File: config.mk
export PLATFORM = sky130hd
export DESIGN_NAME = a429_word_serializer
export DESIGN_NICKNAME = d
export VERILOG_FILES = /design/src/rtl/a429s_pkg.sv /design/src/rtl/a429s_word_build.sv /design/src/rtl/a429s_bit_timer.sv /design/src/rtl/a429_word_serializer.sv
export SDC_FILE = /design/constraint.sdc
export NUM_CORES = 1
export LEC_CHECK = 0
export ABC_AREA = 0
export CAP_MARGIN = 10
export CORE_ASPECT_RATIO = 0.7
export CORE_MARGIN = 4
export CORE_UTILIZATION = 46
export DETAILED_ROUTE_END_ITERATION = 7
export PLACE_DENSITY = 0.7
export SETUP_SLACK_MARGIN = 0.02
export SYNTH_ARGS = -nofsm -noshare
export SYNTH_HDL_FRONTEND = slang
export SYNTH_SLANG_ARGS = --single-unit
export TNS_END_PERCENT = 50
File: constraint.sdc
create_clock -name clk -period 3.27 [get_ports clk]
set_input_delay 0.654 -clock clk [delete_from_list [all_inputs] [get_ports clk]]
set_output_delay 0.654 -clock clk [all_outputs]
set_load 0.02 [all_outputs]
File: src/rtl/a429s_pkg.sv
package a429s_pkg;
    localparam int WORD_W  = 32;
    localparam int LABEL_W = 8;
    localparam int SD_W    = 2;
    localparam int DISC_W  = 16;
    localparam int EXT_W   = 5;
    localparam int IDX_W   = $clog2(WORD_W);

    localparam int SD_POS   = LABEL_W;
    localparam int DISC_POS = SD_POS + SD_W;
    localparam int EXT_POS  = DISC_POS + DISC_W;
    localparam int PAR_POS  = EXT_POS + EXT_W;

    typedef logic [WORD_W-1:0] word_t;

    typedef struct packed {
        logic             busy;
        logic             fast;
        logic [IDX_W-1:0] idx;
        word_t            shreg;
    } ser_state_t;
endpackage

File: src/rtl/a429s_word_build.sv
module a429s_word_build
    import a429s_pkg::*;
(
    input  logic [LABEL_W-1:0] label_i,
    input  logic [SD_W-1:0]    sd_i,
    input  logic [DISC_W-1:0]  disc_i,
    input  logic [EXT_W-1:0]   ext_i,
    output word_t              word_o
);
    // word_o[k] is the bit sent in slot k+1.
    word_t body;

    for (genvar k = 0; k < LABEL_W; k++) begin : g_label
        assign body[k] = label_i[LABEL_W-1-k];
    end
    for (genvar k = 0; k < SD_W; k++) begin : g_sd
        assign body[SD_POS+k] = sd_i[k];
    end
    for (genvar k = 0; k < DISC_W; k++) begin : g_disc
        assign body[DISC_POS+k] = disc_i[k];
    end
    for (genvar k = 0; k < EXT_W; k++) begin : g_ext
        assign body[EXT_POS+k] = ext_i[k];
    end
    assign body[PAR_POS] = 1'b0;

    always_comb begin
        word_o          = body;
        word_o[PAR_POS] = ~(^body[PAR_POS-1:0]);
    end
endmodule

File: src/rtl/a429s_bit_timer.sv
module a429s_bit_timer #(
    parameter int FAST_CLKS = 10,
    parameter int SLOW_CLKS = 80
) (
    input  logic clk,
    input  logic rst_n,
    input  logic run_i,
    input  logic fast_i,
    output logic first_half_o,
    output logic bit_end_o
);
    localparam int CW = $clog2(SLOW_CLKS + 1);
    localparam logic [CW-1:0] FAST_LAST = CW'(FAST_CLKS - 1);
    localparam logic [CW-1:0] SLOW_LAST = CW'(SLOW_CLKS - 1);
    localparam logic [CW-1:0] FAST_HALF = CW'(FAST_CLKS / 2);
    localparam logic [CW-1:0] SLOW_HALF = CW'(SLOW_CLKS / 2);

    logic [CW-1:0] cnt_d, cnt_q;
    logic [CW-1:0] last_w, half_w;

    always_comb begin
        last_w       = fast_i ? FAST_LAST : SLOW_LAST;
        half_w       = fast_i ? FAST_HALF : SLOW_HALF;
        bit_end_o    = run_i && (cnt_q == last_w);
        first_half_o = cnt_q < half_w;
        cnt_d        = cnt_q;
        if (!run_i || bit_end_o) begin
            cnt_d = '0;
        end else begin
            cnt_d = cnt_q + 1'b1;
        end
    end

    always_ff @(posedge clk or negedge rst_n) begin
        if (!rst_n) cnt_q <= '0;
        else        cnt_q <= cnt_d;
    end

    AST_CNT_IN_RANGE: assert property (@(posedge clk) disable iff (!rst_n)
        run_i |-> cnt_q <= last_w) else $error("bit counter past period");
endmodule

File: src/rtl/a429_word_serializer.sv
module a429_word_serializer
    import a429s_pkg::*;
#(
    parameter int FAST_CLKS = 10,
    parameter int SLOW_CLKS = 80
) (
    input  logic               clk,
    input  logic               rst_n,
    input  logic [LABEL_W-1:0] label_i,
    input  logic [SD_W-1:0]    sd_i,
    input  logic [DISC_W-1:0]  disc_i,
    input  logic [EXT_W-1:0]   ext_i,
    input  logic               fast_i,
    input  logic               start_i,
    output logic               line_pos_o,
    output logic               line_neg_o,
    output logic               busy_o
);
    localparam logic [IDX_W-1:0] LAST_IDX = IDX_W'(WORD_W - 1);

    ser_state_t s_d, s_q;
    word_t      word_w;
    logic       first_half_w, bit_end_w, last_bit_w;

    a429s_word_build u_build (
        .label_i (label_i),
        .sd_i    (sd_i),
        .disc_i  (disc_i),
        .ext_i   (ext_i),
        .word_o  (word_w)
    );

    a429s_bit_timer #(
        .FAST_CLKS (FAST_CLKS),
        .SLOW_CLKS (SLOW_CLKS)
    ) u_timer (
        .clk          (clk),
        .rst_n        (rst_n),
        .run_i        (s_q.busy),
        .fast_i       (s_q.fast),
        .first_half_o (first_half_w),
        .bit_end_o    (bit_end_w)
    );

    always_comb begin
        last_bit_w = s_q.idx == LAST_IDX;
        s_d        = s_q;
        if (!s_q.busy) begin
            if (start_i) begin
                s_d.busy  = 1'b1;
                s_d.fast  = fast_i;
                s_d.idx   = '0;
                s_d.shreg = word_w;
            end
        end else if (bit_end_w) begin
            if (last_bit_w) begin
                s_d.busy = 1'b0;
            end else begin
                s_d.idx   = s_q.idx + 1'b1;
                s_d.shreg = s_q.shreg >> 1;
            end
        end
    end

    always_ff @(posedge clk or negedge rst_n) begin
        if (!rst_n) s_q <= '0;
        else        s_q <= s_d;
    end

    assign busy_o     = s_q.busy;
    assign line_pos_o = s_q.busy & first_half_w &  s_q.shreg[0];
    assign line_neg_o = s_q.busy & first_half_w & ~s_q.shreg[0];

    AST_IDLE_NULL: assert property (@(posedge clk) disable iff (!rst_n)
        !busy_o |-> !line_pos_o && !line_neg_o) else $error("line active while idle");
    AST_LEGS_EXCLUSIVE: assert property (@(posedge clk) disable iff (!rst_n)
        !(line_pos_o && line_neg_o)) else $error("both legs high");
    AST_START_TAKEN: assert property (@(posedge clk) disable iff (!rst_n)
        !busy_o && start_i |=> busy_o) else $error("idle start not taken");
    AST_BUSY_HOLDS: assert property (@(posedge clk) disable iff (!rst_n)
        busy_o && !(bit_end_w && last_bit_w) |=> busy_o && $stable(s_q.fast))
        else $error("word cut short or speed changed");
    AST_PARITY_ODD: assert property (@(posedge clk) disable iff (!rst_n)
        !busy_o && start_i |=> ($countones(s_q.shreg) & 1) == 1)
        else $error("loaded word has even parity");
endmodule

# Yosys cells after proc, flatten, opt, wreduce, memory -nomap -nowiden
# Cells that the tools add are included.
# word_totals
ff_bits	46
latch_bits	0
ram_bits	0
mem_bits_ro	0
input_bits	35
out_inout_bits	3
elab_cells	35
n_memories	0
# classes
add_sub_neg	2
mul	0
div	0
order_cmp	1
eq_ne	4
shift	0
n_mux	10
n_bitwise	6
reduce_logical	7
# op_table
cell	count
two-way mux 37 bit	3
two-way mux 39 bit	1
parity 31 bit	1
two-way mux 7 bit	2
adder 7 x 1 -> 7 bit, second input constant	1
equality test 7 bit	1
less-than comparator 7 bit	1
two-way mux 6 bit	1
adder 5 x 1 -> 5 bit, second input constant	1
equality test 5 bit, second input constant	1
bitwise AND 1 bit	3
two-way mux 1 bit	3
NOT 1 bit	3
AND reduction 3 bit	1
!= test 2 x 1 -> 1 bit, second input constant	1
!= test 2 bit, second input constant	1
AND reduction 2 bit	1
nonzero test 2 bit	1
logical AND 1 bit	1
logical NOT 1 bit	1
logical OR 1 bit	1

# Depth between registers and ports, before layout
# Gate-level depths: netlist of run 1.
# depth
ltp_word	5
mapped_depth	9
ltp_nobuf	8

# Modules after synthesis
# A second synthesis of run 1 with hierarchy kept.
# unflattened
hier_cells	281
hier_area_um2	2866.5
# by_module_without_submodules
mod	n_inst	cells_each	area_per_inst_um2	seq_area_each_um2
a429_word_serializer	1	182	1915.6	975.9
a429s_word_build	1	57	515.5	0.0
a429s_bit_timer	1	42	435.4	175.2

# Worst setup path after synthesis of run 1
# No wires, ideal clock.
# synth_path
path_type	reg2out
startpoint	register s_q[37] in the netlist's numbering
endpoint	output port line_pos_o
arrival_time_ns	1.877
required_ns	2.616
setup_slack_ns	0.739
stages_incl_launch_ff	7
path_buffers	0
path_cell_list	dfrtp_1 -> inv_1 -> ha_1 -> o31a_1 -> o21ai_0 -> a21boi_0 -> nor4b_1
# synth_between
elab_chain_len	4
# synth_rtl
item	line	source
start, declared	a429_word_serializer.sv:21	ser_state_t s_d, s_q;
start signal, assigned	a429_word_serializer.sv:66	if (!rst_n) s_q <= '0;
start signal, assigned	a429_word_serializer.sv:67	else s_q <= s_d;
two-way mux 6 bit	a429s_bit_timer.sv:23	half_w = fast_i ? FAST_HALF : SLOW_HALF;
less-than comparator 7 bit	a429s_bit_timer.sv:25	first_half_o = cnt_q < half_w;
bitwise AND 1 bit (2 in a row)	a429_word_serializer.sv:71	assign line_pos_o = s_q.busy & first_half_w & s_q.shreg[0];
end, declared	a429_word_serializer.sv:15	output logic line_pos_o,
# No other way between the ends.

# Worst setup path in the final report of run 1
# Same ends and word-level chain as after synthesis.

==> metrics, run 1 <==
largest net degree at the start of global routing=47; hold_sp=s_q[5]; max-cap violations=0; routability congestion estimate=0.786; global-route wire length before repair=8460 µm; CTS tree=built; PwrDens=709 nW/µm²; worst hold path endpoint=s_q[5]; Synth Cell Area=2370 µm²; I/O pin cnt=38; clk_lat worst skew=0.31 ns; Final HPWL DP=3300 µm; Placed Area=2800 µm²; height of the die=68.0 µm; Setup TNS Final=0 ns; Netlist cell types=30; area grow syn2layout=23.2%; Peak VDD IR=327 µV; post-layout min period=2.79 ns; total power=2.07 mW; Post-synth EDFFs=0; Final setup viols=0; Place WS=0.419 ns; Worst slew margin=0.262; Final Hold Vio Count=0; FF-to-FF Start=s_q[32]; placed insts=338; Async S/R FF share, synth=1.00; All-Layer GR Usage=0.172; Final WS setup=0.477 ns; R2R setup slack=0.72 ns; Static Leak=1.37 nW; Synth Instances=239; synth warn=0; Overflow after GRT=0; Root Buffer=clkbuf_8; endpoint class of the critical path=primary output; CTS H-tree lvls=2; Setup CP Type=flop to primary output; initial antenna violation count=0; status=finished clean; via count=1,785; DR WL/cell=14.0 µm; r2r endpoint=s_q[32]; Hold Path Class=flop to flop; Critical Path AT=2.14 ns; Worst Path Max Fanout=5; total clock buffers created by CTS=5; commonest cells after routing, fill and taps aside=nand2_1 (60), dfrtp_1 (46), clkdlybuf4s50_1 (34); fmax=358 MHz; Setup crit start kind=flop; Core ar.=4890 µm²; Worst-Margin Slew=1.11 ns; #FFs+latches synth=46; vias in the first global route=1,768; Hold Crit Depth=2; sequential cell area fraction in the yosys report=0.486; Post-synth top flop=dfrtp_1; DIE AREA=6380 µm²; Finished Layout Cells=346; critical path data required time=2.62 ns; DR pass1 iterations=4; std cell rows=21; IO Port Bufs=37; post-route ant nets=0; most common cell after layout, fill and taps aside=nand2_1; Total Wirelength=4860 µm; reg2reg path depth=9; initial cell density of the core=0.485; syn avg cell area=9.91 µm²; vias per cell=5.16; Sink Count=46; clock buffer depth=2; clock-pin slew on the worst setup and hold paths=0.08 ns; post-route cell area=2920 µm²; ANT cells=0; clk_skew=0.00967 ns; drt drc=0; Die W=93.8 µm; # nets final=317; layout cells sized above 1=0.0578; final period utilization=0.854; Synthesized Nets=280; initial drt markers=78; RSZ-0062 raised after global routing=no; Max Slew Vio Count=0
## cell type report
type | count | area (µm²)
clock buffer | 5 | 68.8
clock inverter | 3 | 43.8
fill | 438 | 1970
inverter | 2 | 7.51
multi-input combinational | 181 | 1170
sequential | 46 | 1150
tap | 69 | 86.3
timing repair buffer | 40 | 393
## worst max-delay path by stage
stage          startpoint          to  slack [ns]  depth (start not counted)
6_report          s_q[37]  line_pos_o        0.48                          7
5_1_grt           s_q[37]  line_pos_o        0.32                          7
4_1_cts           s_q[37]  line_pos_o        0.03                          7
3_5_place_dp      s_q[37]  line_pos_o        0.42                          7
3_3_place_gp      s_q[37]  line_pos_o        0.47                          7
2_1_floorplan     s_q[37]  line_pos_o        0.74                          6
## where the power goes
part | switching (mW) | leakage, nW | internal, mW
registers | 0.163 | 0.574 | 0.796
logic | 0.338 | 0.733 | 0.341
clock network | 0.201 | 0.0585 | 0.229
## kinds of logic (layout without fill, tap and decap cells)
logic type / Yosys count / after routing / share of synthesized area
AND/OR/NAND/NOR: 101 / 101 / 0.185
flip-flops: 46 / 46 / 0.486
AO/OA/AOI/OAI: 41 / 41 / 0.130
XOR/XNOR: 33 / 33 / 0.145
buffers and inverters: 12 / 50 / 0.0217
adder cells (fa/ha/maj): 6 / 6 / 0.0317
## through the flow
stage | hold WS, ns | util
finish | 0.478 | 0.597
global route | 0.502 | 0.597
CTS | 0.485 | 0.596
detailed placement | 0.463 | 0.573
global placement | 0.458 | 0.573
floorplan | 0.358 | -
## state kept, by name (all words and copies together) (netlist names)
name,cells
busy_o,1
s_q,38
u_timer.cnt_q,7
## worst max-delay path: stages, from the launching register on
cell and delay, ns:
dfrtp_1 0.41, inv_1 0.10, ha_1 0.35, o31a_1 0.14
o21ai_0 0.16, a21boi_0 0.13, nor4b_1 0.28, dlymetal6s2s_1 0.27
## per-layer routing
layer / GRT usage / vias to the layer above / routed length [µm] / part of all wire
li1: - / 889 / - / -
met1: 0.246 / 852 / 2540 / 0.52
met2: 0.255 / 35 / 2000 / 0.41
met3: 0.0418 / 9 / 251 / 0.052
met4: 0.0595 / 0 / 67 / 0.014
met5: 0 / - / 0 / 0
## cell usage after synthesis (5+ instances only)
cell     number  share of area
ha_1          6          0.032
nand2_1      60          0.095
a22oi_1      26          0.082
nor2_1       20          0.032
o22ai_1       5          0.013
dfrtp_1      46           0.49
o21ai_0       6          0.013
buf_2         5          0.011
xor2_1        6          0.022
xnor2_1      23          0.085
## repair_timing
action / 4_1_cts / 5_1_grt
endpoints found under the hold margin: 0 / 0
buffers inserted: 0 / 0
setup endpoints to repair: 0 / 2
resized for setup: 0 / 2
hold buffers: 0 / 0
Note: power is estimated with default switching activity, not from simulation.
==> inputs of run 2 (changes only) <==
--- a/config.mk
+++ b/config.mk
@@ -7,11 +7,10 @@
 export LEC_CHECK = 0
 export ABC_AREA = 0
 export CAP_MARGIN = 10
-export CORE_ASPECT_RATIO = 0.7
 export CORE_MARGIN = 4
-export CORE_UTILIZATION = 46
+export CORE_UTILIZATION = 57
 export DETAILED_ROUTE_END_ITERATION = 7
-export PLACE_DENSITY = 0.7
+export PLACE_DENSITY = 0.84
 export SETUP_SLACK_MARGIN = 0.02
 export SYNTH_ARGS = -nofsm -noshare
 export SYNTH_HDL_FRONTEND = slang
==> metrics, run 2 (synthesized netlist as in run 1, its figures left out) <==
status=finished clean; final period utilization=0.865 (+0.0105); R2R setup slack=0.77 ns (+0.05 ns); global-route wire length before repair=8200 µm (-3.0%); Peak VDD IR=428 µV (+31%); Power Internal=1.29 mW (-5.8%); # nets final=317 (unchanged); Total Wirelength=4770 µm (-1.9%); switch share=0.347 (+0.00747); Worst-Margin Slew=1.02 ns (-0.0895 ns); vias per cell=5.47 (+6.0%); via count=1,783 (-0.11%); Final HPWL DP=3410 µm (+3.5%); max-cap violations=0 (unchanged); Biggest register=s_q; critical path data required time=2.62 ns (about the same); Reg power frac=0.487 (+0.023); DR pass1 iterations=4 (unchanged); initial antenna violation count=0 (unchanged); drt drc=0 (unchanged); area grow syn2layout=20.7%; GR peak layer=met2; post-layout min period=2.83 ns (+0.0343 ns); Static Leak=1.35 nW (-1.5%); area of the multi-input gates=1170 µm² (unchanged); Critical Path AT=2.17 ns (+0.03 ns); ANT cells=0 (unchanged); Final setup viols=0 (unchanged); RSZ-0062 raised after global routing=no; std cell rows=23 (+9.5%); CTS tree=built; clk_skew=0.00617 ns (-0.00350 ns); layout cells sized above 1=0.0471 (-0.0107); Setup CP Type=flop to primary output; routability congestion estimate=0.814 (+3.7%); clock buffer depth=2 (unchanged); fmax=354 MHz (-1.2%); post-route ant nets=0 (unchanged); Hold Crit Depth=2 (unchanged); met2 usage=0.323 (+0.0679); Setup TNS Final=0 ns (unchanged); Clk pwr share=0.164 (-0.044); r2r endpoint=s_q[35]; reg2reg path depth=10 (+1); clk_lat worst skew=0.29 ns (-0.02 ns); most common cell after layout, fill and taps aside=nand2_1; hold_sp=s_q[10]; clock-pin slew on the worst setup and hold paths=0.08 ns (about the same); register area=1150 µm² (unchanged); fin util=0.715 (+0.117); largest net degree at the start of global routing=47 (unchanged); grt met1 use=0.274 (+0.0278); All-Layer GR Usage=0.199 (+0.0272); Root Buffer=clkbuf_8; height of the die=72.5 µm (+6.5%); fillers=313 (-29%); endpoint class of the critical path=primary output; max FFs per register=38 (unchanged); initial drt markers=124 (+59%); Final Hold Vio Count=0 (unchanged); DIE AREA=5250 µm² (-18%); worst hold path endpoint=s_q[10]; Overflow after GRT=0 (unchanged); DR WL/cell=14.6 µm (+4.1%); Die W=72.5 µm (-23%); Hold Path Class=flop to flop; total clock buffers created by CTS=5 (unchanged); Comb pwr share=0.349 (+0.021); vias in the first global route=1,821 (+3.0%); CTS H-tree lvls=2 (unchanged); initial cell density of the core=0.592 (+0.107); Worst Path Max Fanout=5 (unchanged); Setup crit start kind=flop; Sink Count=46 (unchanged); Worst slew margin=0.322 (+0.0598); grt met3 use=0.0471 (+0.00533); commonest cells after routing, fill and taps aside=nand2_1 (60), dfrtp_1 (46), clkdlybuf4s50_1 (34); P_sw=0.683 mW (-2.7%); IO Port Bufs=37 (unchanged); PwrDens=689 nW/µm² (-2.8%); I/O pin cnt=38 (unchanged); FF-to-FF Start=s_q[32]; Core ar.=4000 µm² (-18%); Max Slew Vio Count=0 (unchanged); CTS Hold Buffers Added=0 (unchanged)
## run 2: changes by cell type in the layout (fill, tap and decap cells not counted), sizes merged
| cell | previous run | this run |
|---|---|---|
| clkbuf | 5 | 7 |
| clkinv | 1 | 0 |
| inv | 3 | 2 |
| bufinv | 1 | 0 |
## run 2: area by class of cell
cell class / count / area share
Multi-Input combinational cell: 181 / 0.409
Sequential cell: 46 / 0.403
Timing Repair Buffer: 40 / 0.137
Clock buffer: 7 / 0.0267
Tap cell: 50 / 0.0219
Inverter: 2 / 0.00263
## run 2: routing by layer
metal / share of wire / up-vias / routed length [µm]
met3: 0.059 / 4 / 279
met4: 0.0069 / 0 / 33
li1: - / 887 / -
met1: 0.45 / 845 / 2170
met5: 0 / - / 0
met2: 0.48 / 47 / 2290
## run 2: how the worst max path moves through the flow
stage                     slack, ns          to  depth (start not counted)     from
after global placement         0.51  line_pos_o                          7  s_q[37]
after floorplan                0.74  line_pos_o                          6  s_q[37]
after CTS                      0.02  line_pos_o                          7  s_q[37]
after global routing           0.25  line_pos_o                          7  s_q[37]
final                          0.44  line_pos_o                          7  s_q[37]
after detailed placement       0.39  line_pos_o                          7  s_q[37]
## run 2: per-stage QoR
| step | setup slack [ns] | hold WS [ns] | power [mW] | cells | instance area (µm²) |
|---|---|---|---|---|---|
| final | 0.443 | 0.479 | 1.97 | 326 | 2860 |
| after global routing | 0.251 | 0.513 | 2.12 | 326 | 2860 |
| after CTS | 0.0205 | 0.483 | 1.99 | 326 | 2850 |
| after detailed placement | 0.387 | 0.463 | 1.66 | 319 | 2780 |
| after global placement | 0.512 | 0.458 | 1.61 | 319 | 2780 |
| after floorplan | 0.739 | 0.358 | 1.43 | 239 | 2370 |
## run 2: what timing repair did
| action | CTS | global route |
|---|---|---|
| endpoints found under the setup margin | 0 | 2 |
| endpoints found under the hold margin | 0 | 0 |
| resized for setup | 0 | 2 |
| buffers inserted | 0 | 0 |
## run 2: power by group through the flow
| stage | sequential (mW) | clock, mW | combinational (mW) |
|---|---|---|---|
| 3_3_place_gp | 0.952 | 0 | 0.658 |
| 5_1_grt | 0.987 | 0.357 | 0.779 |
| 2_1_floorplan | 0.924 | 0 | 0.508 |
| 3_5_place_dp | 0.968 | 0 | 0.691 |
| 4_1_cts | 0.957 | 0.333 | 0.702 |
| 6_report | 0.960 | 0.323 | 0.687 |
## run 2: worst max-delay path: stages, from the launching register on
cell	delay (ns)
dfrtp_1	0.41
inv_1	0.09
ha_1	0.35
o31a_1	0.14
o21ai_0	0.19
a21boi_0	0.15
nor4b_1	0.28
dlymetal6s2s_1	0.26
==> inputs of run 3 (changes only) <==
--- a/config.mk
+++ b/config.mk
@@ -7,7 +7,6 @@
 export LEC_CHECK = 0
 export ABC_AREA = 0
 export CAP_MARGIN = 10
-export CORE_MARGIN = 4
 export CORE_UTILIZATION = 57
 export DETAILED_ROUTE_END_ITERATION = 7
 export PLACE_DENSITY = 0.84
==> metrics, run 3 (synthesized netlist as in run 1, its figures left out) <==
CP max-delay cell=dfrtp_1; Crit. Startpoint=s_q[37]; clock-pin slew on the worst setup and hold paths=0.08 ns (about the same); CTS tree=built; via count=1,779 (-0.22%); initial antenna violation count=0 (unchanged); height of the die=66.5 µm (-8.3%); R2R setup slack=0.85 ns (+0.08 ns); commonest cells after routing, fill and taps aside=nand2_1 (60), dfrtp_1 (46), clkdlybuf4s50_1 (34); DR pass1 iterations=4 (unchanged); FF-to-FF Start=s_q[32]; endpoint class of the critical path=primary output; vias in the first global route=1,650 (-9.4%); Biggest register=s_q; Placed Area=2780 µm² (unchanged); end of the critical path=line_pos_o; vias per cell=5.44 (-0.53%); clock buffer depth=2 (unchanged); r2r endpoint=s_q[23]; Worst-Margin Slew=1.06 ns (+0.0408 ns); global-route wire length before repair=7470 µm (-8.9%); Static Leak=1.36 nW (+1.1%); DIE AREA=4420 µm² (-16%); area of the multi-input gates=1170 µm² (unchanged); Core ar.=4000 µm² (unchanged); final period utilization=0.847 (-0.0171); PwrDens=708 nW/µm² (+2.8%); area grow syn2layout=22.0%; most common cell after layout, fill and taps aside=nand2_1; post-route cell area=2890 µm² (+1.1%); max FFs per register=38 (unchanged); Setup TNS Final=0 ns (unchanged); postcts setup bufs=0 (unchanged); cts repair resizes=0 (unchanged); fin util=0.722 (+0.00751); post-route ant nets=0 (unchanged); Min Hold Slack=0.481 ns (+0.00219 ns); Setup crit start kind=flop; Worst Path Max Fanout=5 (unchanged); Overflow after GRT=0 (unchanged); Final WS setup=0.499 ns (+0.0559 ns); largest net degree at the start of global routing=47 (unchanged); CTS Hold Buffers Added=0 (unchanged); drt drc=0 (unchanged); Final Hold Vio Count=0 (unchanged); std cell rows=23 (unchanged); Place WS=0.436 ns (+0.0495 ns); fmax=361 MHz (+2.0%); Total Wirelength=4470 µm (-6.4%); clk_skew=0.00866 ns (+0.00249 ns); Final HPWL DP=3170 µm (-7.0%); placed insts=319 (unchanged); critical path data required time=2.62 ns (about the same); post-layout min period=2.77 ns (-0.0559 ns); DR WL/cell=13.7 µm (-6.6%); Critical Path Max Stage Delay=0.41 ns (about the same); total power=2.05 mW (+3.9%); reg2reg path depth=9 (-1); Setup CP Type=flop to primary output; max-cap violations=0 (unchanged); All-Layer GR Usage=0.230 (+0.0313); Max Slew Vio Count=0 (unchanged); Die W=66.5 µm (-8.3%); routability congestion estimate=0.829 (+1.8%); Finished Layout Cells=327 (+0.31%); Worst slew margin=0.295 (-0.0272); clk_lat worst skew=0.30 ns (about the same); Peak VDD IR=372 µV (-13%); Critical Path AT=2.12 ns (-0.05 ns); RSZ-0062 raised after global routing=no; IO Port Bufs=37 (unchanged); register area=1150 µm² (unchanged); # nets final=317 (unchanged); Root Buffer=clkbuf_8; initial cell density of the core=0.592 (unchanged); Final setup viols=0 (unchanged); initial drt markers=135 (+8.9%); layout cells sized above 1=0.0505 (+0.00344); total clock buffers created by CTS=5 (unchanged); Sink Count=46 (unchanged); CTS H-tree lvls=2 (unchanged); fillers=305 (-2.6%); ANT cells=0 (unchanged); I/O pin cnt=38 (unchanged); Hold Path Class=flop to flop; status=finished clean; CP cell instances=inv_1 > ha_1 > o31a_1 > o21ai_0 > a21boi_0 > nor4b_1 > dlymetal6s2s_1
[run 3: changes by cell type in the layout (fill, tap and decap cells not counted)]
| cell | before | now |
|---|---|---|
| bufinv_16 | 0 | 1 |
[run 3: critical path, delay by kind of cell, from the launching register on]
family                     cells  cell delay [ns]
DFF                            1             0.41
AOI/OAI and AO/OA              3             0.41
adders and majority gates      1             0.34
and+or+nand+nor                1             0.29
buffers and inverters          2             0.36
[run 3: power breakdown]
group	switching, mW	internal [mW]	total (mW)
logic	0.339	0.339	0.678
registers	0.158	0.797	0.955
clock network	0.184	0.229	0.412
[run 3: final cells by class]
| cell class | instances | area share |
|---|---|---|
| inverters | 2 | 0.00260 |
| clock inverters | 1 | 0.0104 |
| repair buffers | 40 | 0.136 |
| clock buffers | 7 | 0.0264 |
| well taps | 50 | 0.0217 |
| multi-input cells | 181 | 0.405 |
| flip-flops and latches | 46 | 0.398 |
[run 3: worst min-delay path by stage]
stage / startpoint / end / slack (ns) / depth (start not counted)
3_5_place_dp: s_q[1] / s_q[1] / 0.46 / 2
6_report: s_q[2] / s_q[2] / 0.48 / 2
4_1_cts: s_q[1] / s_q[1] / 0.48 / 2
5_1_grt: s_q[21] / s_q[21] / 0.51 / 2
3_3_place_gp: s_q[3] / s_q[3] / 0.46 / 2
2_1_floorplan: rst_n / busy_o / 0.36 / 0
[run 3: metal layers]
layer / track usage / share of wire / vias to the layer above
met2: 0.357 / 0.48 / 40
met3: 0.0599 / 0.040 / 9
met4: 0.0878 / 0.019 / 0
met1: 0.309 / 0.46 / 845
met5: 0 / 0 / -
li1: - / - / 885
